--- src/rtl/blkwr_pkg.sv ---
package blkwr_pkg;
  typedef enum logic [1:0] {
    OP_NOP   = 2'd0,
    OP_WRITE = 2'd1,
    OP_LOAD  = 2'd2
  } op_e;

  localparam int unsigned BLK_COLS = 8;
  localparam int unsigned LANE_W   = 8;
  localparam int unsigned LO_W     = 3;
endpackage

--- src/rtl/blkwr_color_reg.sv ---
module blkwr_color_reg #(
  parameter int unsigned DATA_W = 32
) (
  input  logic              clk,
  input  logic              rst_n,
  input  logic              load_en,
  input  logic [DATA_W-1:0] load_data,
  output logic [DATA_W-1:0] color
);
  logic [DATA_W-1:0] color_d, color_q;

  always_comb begin
    color_d = color_q;
    if (load_en) color_d = load_data;
  end

  always_ff @(posedge clk or negedge rst_n) begin
    if (!rst_n) color_q <= '0;
    else        color_q <= color_d;
  end

  assign color = color_q;


  color_load_chk: assert property (@(posedge clk) disable iff (!rst_n)
    load_en |=> (color == $past(load_data)));


  color_hold_chk: assert property (@(posedge clk) disable iff (!rst_n)
    !load_en |=> $stable(color));
endmodule

--- src/rtl/blkwr_pacer.sv ---
module blkwr_pacer #(
  parameter int unsigned TBWC = 2
) (
  input  logic clk,
  input  logic rst_n,
  input  logic blk_req,
  output logic accept,
  output logic busy
);
  localparam int unsigned CNT_W = (TBWC < 2) ? 1 : $clog2(TBWC);
  localparam logic [CNT_W-1:0] RELOAD = CNT_W'(TBWC - 1);

  logic [CNT_W-1:0] cnt_d, cnt_q;

  assign busy   = (cnt_q != '0);
  assign accept = blk_req & ~busy;

  always_comb begin
    cnt_d = cnt_q;
    if (accept)     cnt_d = RELOAD;
    else if (busy)  cnt_d = cnt_q - 1'b1;
  end

  always_ff @(posedge clk or negedge rst_n) begin
    if (!rst_n) cnt_q <= '0;
    else        cnt_q <= cnt_d;
  end

  generate
    if (TBWC > 1) begin : g_window

      busy_after_accept_chk: assert property (@(posedge clk) disable iff (!rst_n)
        accept |=> busy);
    end else begin : g_nowindow

      never_busy_chk: assert property (@(posedge clk) disable iff (!rst_n)
        !busy);
    end
  endgenerate
endmodule

--- src/rtl/blkwr_mask_gen.sv ---
module blkwr_mask_gen
  import blkwr_pkg::*;
#(
  parameter int unsigned DATA_W = 32
) (
  input  logic                       is_block,
  input  logic [LO_W-1:0]            col_lo,
  input  logic [DATA_W-1:0]          dq,
  input  logic [DATA_W/LANE_W-1:0]   byte_mask,
  input  logic                       wpb_on,
  input  logic [DATA_W-1:0]          bit_mask,
  output logic [BLK_COLS*DATA_W-1:0] bit_en
);
  localparam int unsigned NBYTE = DATA_W / LANE_W;

  for (genvar k = 0; k < BLK_COLS; k++) begin : g_col
    for (genvar b = 0; b < NBYTE; b++) begin : g_byte
      logic sel;
      assign sel = is_block ? dq[b*LANE_W + k] : (col_lo == LO_W'(k));
      for (genvar j = 0; j < LANE_W; j++) begin : g_bit
        assign bit_en[k*DATA_W + b*LANE_W + j] =
          sel & ~byte_mask[b] & (~wpb_on | bit_mask[b*LANE_W + j]);
      end
    end
  end
endmodule

--- src/rtl/blkwr_engine.sv ---
module blkwr_engine
  import blkwr_pkg::*;
#(
  parameter int unsigned DATA_W = 32,
  parameter int unsigned COL_W  = 9,
  parameter int unsigned TBWC   = 2
) (
  input  logic                       clk,
  input  logic                       rst_n,
  input  logic [1:0]                 cmd_op,
  input  logic [COL_W-1:0]           col_addr,
  input  logic                       sfn,
  input  logic [DATA_W-1:0]          dq,
  input  logic [DATA_W/8-1:0]        byte_mask,
  input  logic                       wpb_on,
  input  logic [DATA_W-1:0]          bit_mask,
  output logic [7:0]                 col_we,
  output logic [8*DATA_W-1:0]        col_bit_en,
  output logic [COL_W-1:0]           col_base,
  output logic [DATA_W-1:0]          wr_data,
  output logic                       wr_reject,
  output logic                       busy
);
  localparam int unsigned EN_W = BLK_COLS * DATA_W;

  op_e op;
  logic is_wr, blk_req, norm_req, accept, issue;
  logic [DATA_W-1:0] color;
  logic [EN_W-1:0]   en_comb;

  assign op       = op_e'(cmd_op);
  assign is_wr    = (op == OP_WRITE);
  assign blk_req  = is_wr & sfn;
  assign norm_req = is_wr & ~sfn;

  blkwr_color_reg #(.DATA_W(DATA_W)) u_color (
    .clk       (clk),
    .rst_n     (rst_n),
    .load_en   (op == OP_LOAD),
    .load_data (dq),
    .color     (color)
  );

  blkwr_pacer #(.TBWC(TBWC)) u_pacer (
    .clk     (clk),
    .rst_n   (rst_n),
    .blk_req (blk_req),
    .accept  (accept),
    .busy    (busy)
  );

  blkwr_mask_gen #(.DATA_W(DATA_W)) u_mask (
    .is_block  (sfn),
    .col_lo    (col_addr[LO_W-1:0]),
    .dq        (dq),
    .byte_mask (byte_mask),
    .wpb_on    (wpb_on),
    .bit_mask  (bit_mask),
    .bit_en    (en_comb)
  );

  assign issue = norm_req | accept;

  logic [EN_W-1:0]     en_d, en_q;
  logic [7:0]          we_d, we_q;
  logic [COL_W-1:0]    base_d, base_q;
  logic [DATA_W-1:0]   data_d, data_q;
  logic                rej_d, rej_q;

  always_comb begin
    en_d   = issue ? en_comb : '0;
    base_d = '0;
    data_d = '0;
    if (issue) begin
      base_d = {col_addr[COL_W-1:LO_W], {LO_W{1'b0}}};
      data_d = sfn ? color : dq;
    end
    rej_d = blk_req & ~accept;
    for (int k = 0; k < 8; k++) we_d[k] = |en_d[k*DATA_W +: DATA_W];
  end

  always_ff @(posedge clk or negedge rst_n) begin
    if (!rst_n) begin
      en_q   <= '0;
      we_q   <= '0;
      base_q <= '0;
      data_q <= '0;
      rej_q  <= 1'b0;
    end else begin
      en_q   <= en_d;
      we_q   <= we_d;
      base_q <= base_d;
      data_q <= data_d;
      rej_q  <= rej_d;
    end
  end

  assign col_bit_en = en_q;
  assign col_we     = we_q;
  assign col_base   = base_q;
  assign wr_data    = data_q;
  assign wr_reject  = rej_q;


  reject_quiet_chk: assert property (@(posedge clk) disable iff (!rst_n)
    wr_reject |-> (col_we == '0));


  busy_block_refused_chk: assert property (@(posedge clk) disable iff (!rst_n)
    (busy && blk_req) |=> wr_reject);


  single_access_chk: assert property (@(posedge clk) disable iff (!rst_n)
    (op == OP_NOP) |=> (col_we == '0));


  normal_onehot_chk: assert property (@(posedge clk) disable iff (!rst_n)
    norm_req |=> $onehot0(col_we));


  base_align_chk: assert property (@(posedge clk) disable iff (!rst_n)
    (col_we != '0) |-> (col_base[LO_W-1:0] == '0));
endmodule

--- config.mk ---
export PLATFORM = sky130hd
export DESIGN_NAME = blkwr_engine
export DESIGN_NICKNAME = d
export VERILOG_FILES = /design/src/rtl/blkwr_pkg.sv /design/src/rtl/blkwr_color_reg.sv /design/src/rtl/blkwr_pacer.sv /design/src/rtl/blkwr_mask_gen.sv /design/src/rtl/blkwr_engine.sv
export SDC_FILE = /design/constraint.sdc
export NUM_CORES = 1
export LEC_CHECK = 0
export BUFFER_PORTS_ARGS = -buffer_cell sky130_fd_sc_hd__clkbuf_2
export CAP_MARGIN = 5
export CORE_MARGIN = 2
export CORE_UTILIZATION = 49
export DETAILED_ROUTE_END_ITERATION = 8
export PLACE_DENSITY_LB_ADDON = 0.25
export SYNTH_ARGS = -nofsm -noshare
export SYNTH_HDL_FRONTEND = slang
export SYNTH_HIERARCHICAL = 1
export SYNTH_SLANG_ARGS = --single-unit
--- constraint.sdc ---
create_clock -name clk -period 2.9 [get_ports clk]
set_clock_uncertainty 0.1 [all_clocks]
set_input_delay 0.29 -clock clk [delete_from_list [all_inputs] [get_ports clk]]
set_output_delay 0.29 -clock clk [all_outputs]
set_load 0.01 [all_outputs]
---- Word-level counts from Yosys, hierarchy flattened ----
Cells that the tools add are included.
cells by class
  add/sub/neg operators ................... 1
  multiply operators ...................... 0
  div/mod/pow operators ................... 0
  $lt $le $gt $ge ......................... 0
  equality and inequality tests ........... 9
  shift-type cells ........................ 0
  mux-type cells .......................... 38
  bitwise operators ....................... 333
  reduce and logical (&&, ||, !) cells .... 9
operators by type and width
  cell                                                                    number
  1-bit AND                                                               292
  256-bit two-way mux                                                     1
  32-bit OR reduction                                                     8
  32-bit two-way mux                                                      2
  1-bit two-way mux                                                       34
  1-bit bitwise OR                                                        33
  3-bit equality test (second input constant)                             4
  9-bit two-way mux                                                       1
  1-bit inverter                                                          8
  3-bit by 2-bit equality test with 1-bit output (second input constant)  2
  3-bit by 1-bit equality test with 1-bit output (second input constant)  1
  3-bit logical NOT                                                       1
  2-bit by 1-bit equality test with 1-bit output (second input constant)  1
  2-bit equality test (second input constant)                             1
  1-bit subtractor (second input constant)                                1
word-level totals
  register bits after elaboration ......... 339
  bits in latches ......................... 0
  RAM bits ................................ 0
  ROM bits ................................ 0
  bits of input ports ..................... 83
  output and inout bits ................... 307
  word-level logic and storage cells ...... 397
  memories ................................ 0

---- Longest topological paths before layout ----
Gate-level depths: netlist of run 1.
  word-level depth ........................ 6
  gate-level depth with buffers ........... 8

---- Hierarchy ----
Netlist of run 1, hierarchy kept.
by module, submodules not included
  module           instances  cells each  area an instance (um2)  sequential area each (um2)
  blkwr_engine     1          763         10,644.0                7,582.3
  blkwr_mask_gen   1          426         3,528.4                 0.0
  blkwr_color_reg  1          68          1,345.0                 800.8
  blkwr_pacer      1          2           38.8                    25.0

---- Worst setup path after synthesis of run 1 ----
OpenSTA, ideal clock, no wires.
  kind .................................... input -> register
  start point ............................. in byte_mask[0]
  end point ............................... reg we_q[7], in the netlist col_we[7]
  setup time .............................. 121 ps
  arrival time ............................ 1,700 ps
  required time ........................... 2,679 ps
  path slack .............................. 979 ps
  cell stages on the path ................. 6
  buffers on the path ..................... 2
  cells stage by stage .................... clkbuf_1 > clkbuf_1 > a211oi_1 > nor4_1 > nand4_1 > o22a_1
on the way
  cells in the longest elaborated chain, start to end .. 5
  elaborated cells on any way between the ends .. 12
RTL lines
  item                    RTL line              text
  start, declared         blkwr_engine.sv:14    input logic [DATA_W/8-1:0] byte_mask,
  1-bit inverter          blkwr_mask_gen.sv:22  sel & ~byte_mask[b] & (~wpb_on | bit_mask[b*LANE_W + j]);
  1-bit AND (2 in a row)  blkwr_mask_gen.sv:22
  net en_comb[231]        blkwr_engine.sv:29    logic [EN_W-1:0] en_comb;
  256-bit two-way mux     blkwr_engine.sv:71    en_d = issue ? en_comb : '0;
  32-bit OR reduction     blkwr_engine.sv:79    for (int k = 0; k < 8; k++) we_d[k] = |en_d[k*DATA_W +: DATA_W];
  net we_d[7]             blkwr_engine.sv:65    logic [7:0] we_d, we_q;
  end signal, assigned    blkwr_engine.sv:91    we_q <= we_d;
  end, declared           blkwr_engine.sv:65
The timed path passes the listed nets, and every way through them passes these cells.
A chain may end at the register's enable or synchronous reset.

---- Final worst setup path of run 1 ----
  start point ............................. in dq[2]
  end point ............................... reg we_q[2], in the netlist col_we[2]
on the way
  cells in the longest elaborated chain, start to end .. 5
  elaborated cells on any way between the ends .. 12
RTL lines
  item                    RTL line              text
  start, declared         blkwr_engine.sv:13    input logic [DATA_W-1:0] dq,
  1-bit two-way mux       blkwr_mask_gen.sv:19  assign sel = is_block ? dq[b*LANE_W + k] : (col_lo == LO_W'(k));
  1-bit AND (2 in a row)  blkwr_mask_gen.sv:22
  net en_comb[70]         blkwr_engine.sv:29
  256-bit two-way mux     blkwr_engine.sv:71
  32-bit OR reduction     blkwr_engine.sv:79
  net we_d[2]             blkwr_engine.sv:65
The timed path passes the listed nets, and every way through them passes these cells.

==> impl_metrics.toml, run 1 <==
[clocking]
htreeDepth = 2
cts_sinks = 336
post_cts_buffers = 0
cts_hold_buf = 39
cts-buffers-inserted = 35
cts.repair.resized = 0
clk_pin_slew_ps = 60
cts_buffer_depth = 3
clk-insertion-delay-late_ps = 510
cts_root_buffer = "clkbuf_16"
tritoncts = "built"

[critical_path]
end_kind = "register"
worst-r2r-cell-count = 4
arrival_ps = 2530
cpMaxStageDelayCell = "nor4_1"
cp_max_fo = 8
path_buf_inv = 2
path_cells = "dlygate4sd3_1 > clkbuf_2 > nand2_1 > a211oi_2 > nor4_1 > nand4_1 > o22a_1"
path_depth = 7
cp_top_family = "simple AND/OR/NAND/NOR gates"
worstPathRequired_ps = 3190
critPathMaxStageDelay_ps = 560
critPathKind = "in2reg"
worstSetupStartpointType = "primary input"

[layout]
nets = 1735
antenna_cells = 0
drive_gt1_frac = 0.3974
finalNonFillerCells = 2073
areaGrowthSynthToFinish_pct = 23.22
final_core_util = 0.6106

[outcome]
status = "finished, final reports clean"

[power]
pwr_density_cell_nw_per_um2 = 560.1
max-vdd-ir-drop_v = 0.0003921
p_leak_nw = 8.980

[flow_run]
maxCapViolCount = 0

[timing]
rsz0062_at_grt = "no"
fmax_mhz = 446.2
setup_viol = 0
finalMaxSlewViolations = 0
period_share = 0.7728
final-hold-violation-count = 0
worstMarginPinSlew_ps = 1012
tns_ps = 0
max_slew_margin = 0.3236
min_period_ps = 2241

[synthesis]
synth.avg_cell_area_um2 = 12.36
netlist_area_um2 = 15560
synthFlopType = "dfrtp_1"
yosysUniqueCellTypes = 28
synth-warning-count = 6
yosysSeqAreaShare = 0.5405
synthCells = 1259
ys_ff_latch = 336
synth_edf_count = 0
ys_async_sr_fraction = 1.000

[grt]
grt_max_degree = 136
gr-total-overflow = 0
antenna_found_initial = 0
grt_use_total = 0.2787
grt_pass1_vias = 11810
grt_pass1_wl_um = 69940

[detailed_routing]
finalWirelength_um = 46790
vias = 11720
drt_first_iter_violations = 996
avgViaCountPerCell = 5.651
route.detailed.drc = 0
ant_nets = 0
first_pass_iters = 5
wire_per_inst_um = 22.57

[floorplan]
die_y_um = 182.2
dieWidth_um = 182.2
start_util = 0.4955
die_area_um2 = 33190
rows = 65
ioPinCount = 390
fp.coreArea_um2 = 31390

[placement]
dp_hpwl_um = 34270
dp_cells = 1978
gp_congestion = 0.9036
io_buffers = 386

[worst_hold_path]
holdCritPathClass = "in2reg"
hold_path_depth = 3
==> Yosys cell counts (16+ instances only) <==
library cell	instances	area share
mux2i_1	32	0.021
a211oi_1	136	0.066
buf_6	31	0.022
a211oi_2	120	0.097
nor2b_1	296	0.12
nor2_1	32	0.0077
dfrtp_1	336	0.54
nand4_1	16	0.0064
nor4_1	64	0.026
nand2_1	32	0.0077
clkbuf_1	76	0.018
mux2_4	30	0.029
==> worst paths after layout <==
path	from	endpoint	slack [ps]
setup reg to reg	u_pacer/busy	col_bit_en[50]	1200
hold reg to reg	u_color/color[2]	u_color/color[2]	410
hold / removal	cmd_op[0]	wr_reject	150
max in group asynchronous	rst_n	col_bit_en[106]	1540
setup / recovery	dq[2]	col_we[2]	660
min in group asynchronous	rst_n	u_color/color[22]	250
==> flip-flops by register name, summed over array words and instances (netlist names) <==
name           count
col_bit_en       256
wr_data           32
u_pacer/busy       1
wr_reject          1
u_color/color     32
col_base           6
col_we             8
==> tightest hold or removal path, stage by stage <==
cell	delay [ps]
clkbuf_2	120
and3b_1	180
nor2b_1	120
==> cell usage in the layout (no fill, tap or decap), types with 30 or more instances in the layout <==
cell type      synthesis  layout
nand2_1               32      32
nor4_1                64      64
clkbuf_2               6     384
buf_4                  3      60
a211oi_1             136     136
nor2_1                32      32
mux2i_1               32      32
dlygate4sd3_1          0      39
mux2_4                30      30
clkbuf_16              0      37
a211oi_2             120     120
dfrtp_1              336     336
nor2b_1              296     295
==> layout make-up <==
class,count,area (um2)
clock buffers,52,1062
clock inverters,4,47.55
fillers,2523,12220
multi-input cells,783,6130
flip-flops and latches,336,8408
well taps,402,503.0
repair buffers,496,3018
==> layer usage <==
layer | track usage | vias to the layer above | share of wire
li1 | - | 5273 | -
met2 | 0.4337 | 524 | 0.46
met1 | 0.3949 | 5813 | 0.44
met3 | 0.04849 | 105 | 0.069
met5 | 0 | - | 0
met4 | 0.1019 | 0 | 0.035
==> power by group <==
group	switching, mW	total [mW]	internal [mW]
clock	1.73	4.33	2.60
combinational	0.883	1.47	0.584
sequential	0.0818	4.94	4.86
==> metrics by stage <==
step / hold slack [ps] / worst slack [ps] / power, mW / cell area, um2
floorplan: -105.6 / 978.6 / 5.909 / 15560
global placement: 195.8 / 390.2 / 6.419 / 17670
detailed placement: 200.2 / 310.8 / 6.430 / 17670
CTS: 134.1 / 703.2 / 10.82 / 19170
global route: 137.7 / 649.2 / 11.16 / 19170
finish: 148.9 / 658.8 / 10.74 / 19170
==> cells by family after synthesis <==
logic type	synth area share
buf+inv	0.06676
other cells	0.0002411
mux	0.05099
flops	0.5405
simple gates	0.1749
compound gates	0.1667
Note: power is estimated with default switching activity, not from simulation.
==> run 2: changes to the inputs <==
==> constraint.sdc (replaced) <==
create_clock -name clk -period 2.3 [get_ports clk]
set_clock_uncertainty 0.1 [all_clocks]
set_input_delay 0.23 -clock clk [delete_from_list [all_inputs] [get_ports clk]]
set_output_delay 0.23 -clock clk [all_outputs]
set_load 0.01 [all_outputs]
==> run 2 against run 1 <==
Net effect: power is 30% higher; register-to-register slack worse by 390 ps; combinational power up 33%; die area unchanged; largest power group unchanged; worst setup slack got worse by 550 ps; final area grew 3.3%.
==> impl_metrics.toml, run 2 (synthesis gave the netlist of run 1 again) <==
[outcome]
status = "finished, final reports clean"

[clocking]
tritoncts = "built"
clk-insertion-delay-late_ps = 510
post_cts_buffers = 0
htreeDepth = 2
cts_root_buffer = "clkbuf_16"
cts_buffer_depth = 3
clk_pin_slew_ps = 60
cts_sinks = 336
cts-buffers-inserted = 36
cts_hold_buf = 39
cts.repair.resized = 0

[floorplan]
start_util = 0.4955
ioPinCount = 390
die_y_um = 182.2
dieWidth_um = 182.2
die_area_um2 = 33190
fp.coreArea_um2 = 31390
rows = 65

[placement]
placed_cell_area_um2 = 18220
dp_hpwl_um = 33930
gp_congestion = 0.8902
pre_cts_ws_ps = -76.52
io_buffers = 386
dp_cells = 2018

[critical_path]
end_kind = "register"
critPathKind = "in2reg"
critPathMaxStageDelay_ps = 570
arrival_ps = 2490
cp_top_family = "simple AND/OR/NAND/NOR gates"
worstSetupStartpointType = "primary input"
cp_max_fo = 8
worstPathRequired_ps = 2600
rrSetupSlack_ps = 810
cpMaxStageDelayCell = "nor4_1"
path_cells = "dlygate4sd3_1 > clkbuf_2 > nand2_1 > a211oi_2 > nor4_1 > nand4_1 > o22a_1"
path_buf_inv = 2

[grt]
grt_max_degree = 78
grt_use_total = 0.2777
antenna_found_initial = 0
grt_pass1_vias = 11930
gr-total-overflow = 0
grt_pass1_wl_um = 69980
grtUsageMet3 = 0.06406
use_met2 = 0.4443
grt_busiest_layer = "met2"
met1_usage = 0.3873

[timing]
fmax_mhz = 455.7
setup_viol = 0
max_slew_margin = 0.5321
tns_ps = 0
finalMaxSlewViolations = 0
hold_slack_ps = 66.07
period_share = 0.9540
final-hold-violation-count = 0
worstMarginPinSlew_ps = 701.8
min_period_ps = 2194
rsz0062_at_grt = "no"
finalWorstSetupSlack_ps = 105.8

[detailed_routing]
route.detailed.drc = 0
vias = 11850
wire_per_inst_um = 22.04
ant_nets = 0
first_pass_iters = 5
avgViaCountPerCell = 5.585
finalWirelength_um = 46740
drt_first_iter_violations = 1189

[layout]
areaGrowthSynthToFinish_pct = 27.29
layout_commonest_cell = "clkbuf_2"
fillers = 2439
antenna_cells = 0
layout_common_cells = "clkbuf_2, dfrtp_1, nor2b_1, a211oi_1, a211oi_2"
finalNonFillerCells = 2121
final_core_util = 0.6308
largest_reg_flops = 256
nets = 1776
fin_area_um2 = 19800
drive_gt1_frac = 0.4148

[power]
pwr_density_cell_nw_per_um2 = 704.5
max-vdd-ir-drop_v = 0.0006480
p_leak_nw = 9.327
power_mw = 13.95

[worst_hold_path]
holdCritPathClass = "in2reg"

[flow_run]
maxCapViolCount = 0
-- run 2: layout make-up --
class                      instances  area (um2)  share of cell area
timing repair buffer             536        3568              0.1802
sequential                       336        8408              0.4246
tap                              402       503.0             0.02540
clock inverter                    12       120.1            0.006066
multi-input combinational        783        6130              0.3096
clock buffer                      52        1072             0.05415
-- run 2: report_power, final --
group | total, mW | switching (mW) | internal [mW]
registers | 6.23 | 0.105 | 6.12
logic | 1.96 | 1.13 | 0.824
clock network | 5.77 | 2.30 | 3.47
-- run 2: final timing paths --
check / from / to / cells after the start
max: dq[2] / col_we[2] / 7
min: sfn / wr_data[26] / 3
max reg2reg: u_pacer/busy / col_bit_en[41] / 5
min reg2reg: u_color/color[22] / u_color/color[22] / 1
max in group asynchronous: rst_n / col_bit_en[227] / 3
min in group asynchronous: rst_n / wr_data[28] / 2
-- run 2: worst reg2reg max path, delay by kind of cell (launching register included) --
family                 cells  cell delay [ps]
flip-flops                 1              430
AND/OR/NAND/NOR            3              310
buffers and inverters      2              540
-- run 2: routing by layer --
metal  vias up  wire (um)
met2       546      21690
met3        69       3868
met1      5870      20220
met5         -          0
met4         0        963
li1       5361          -
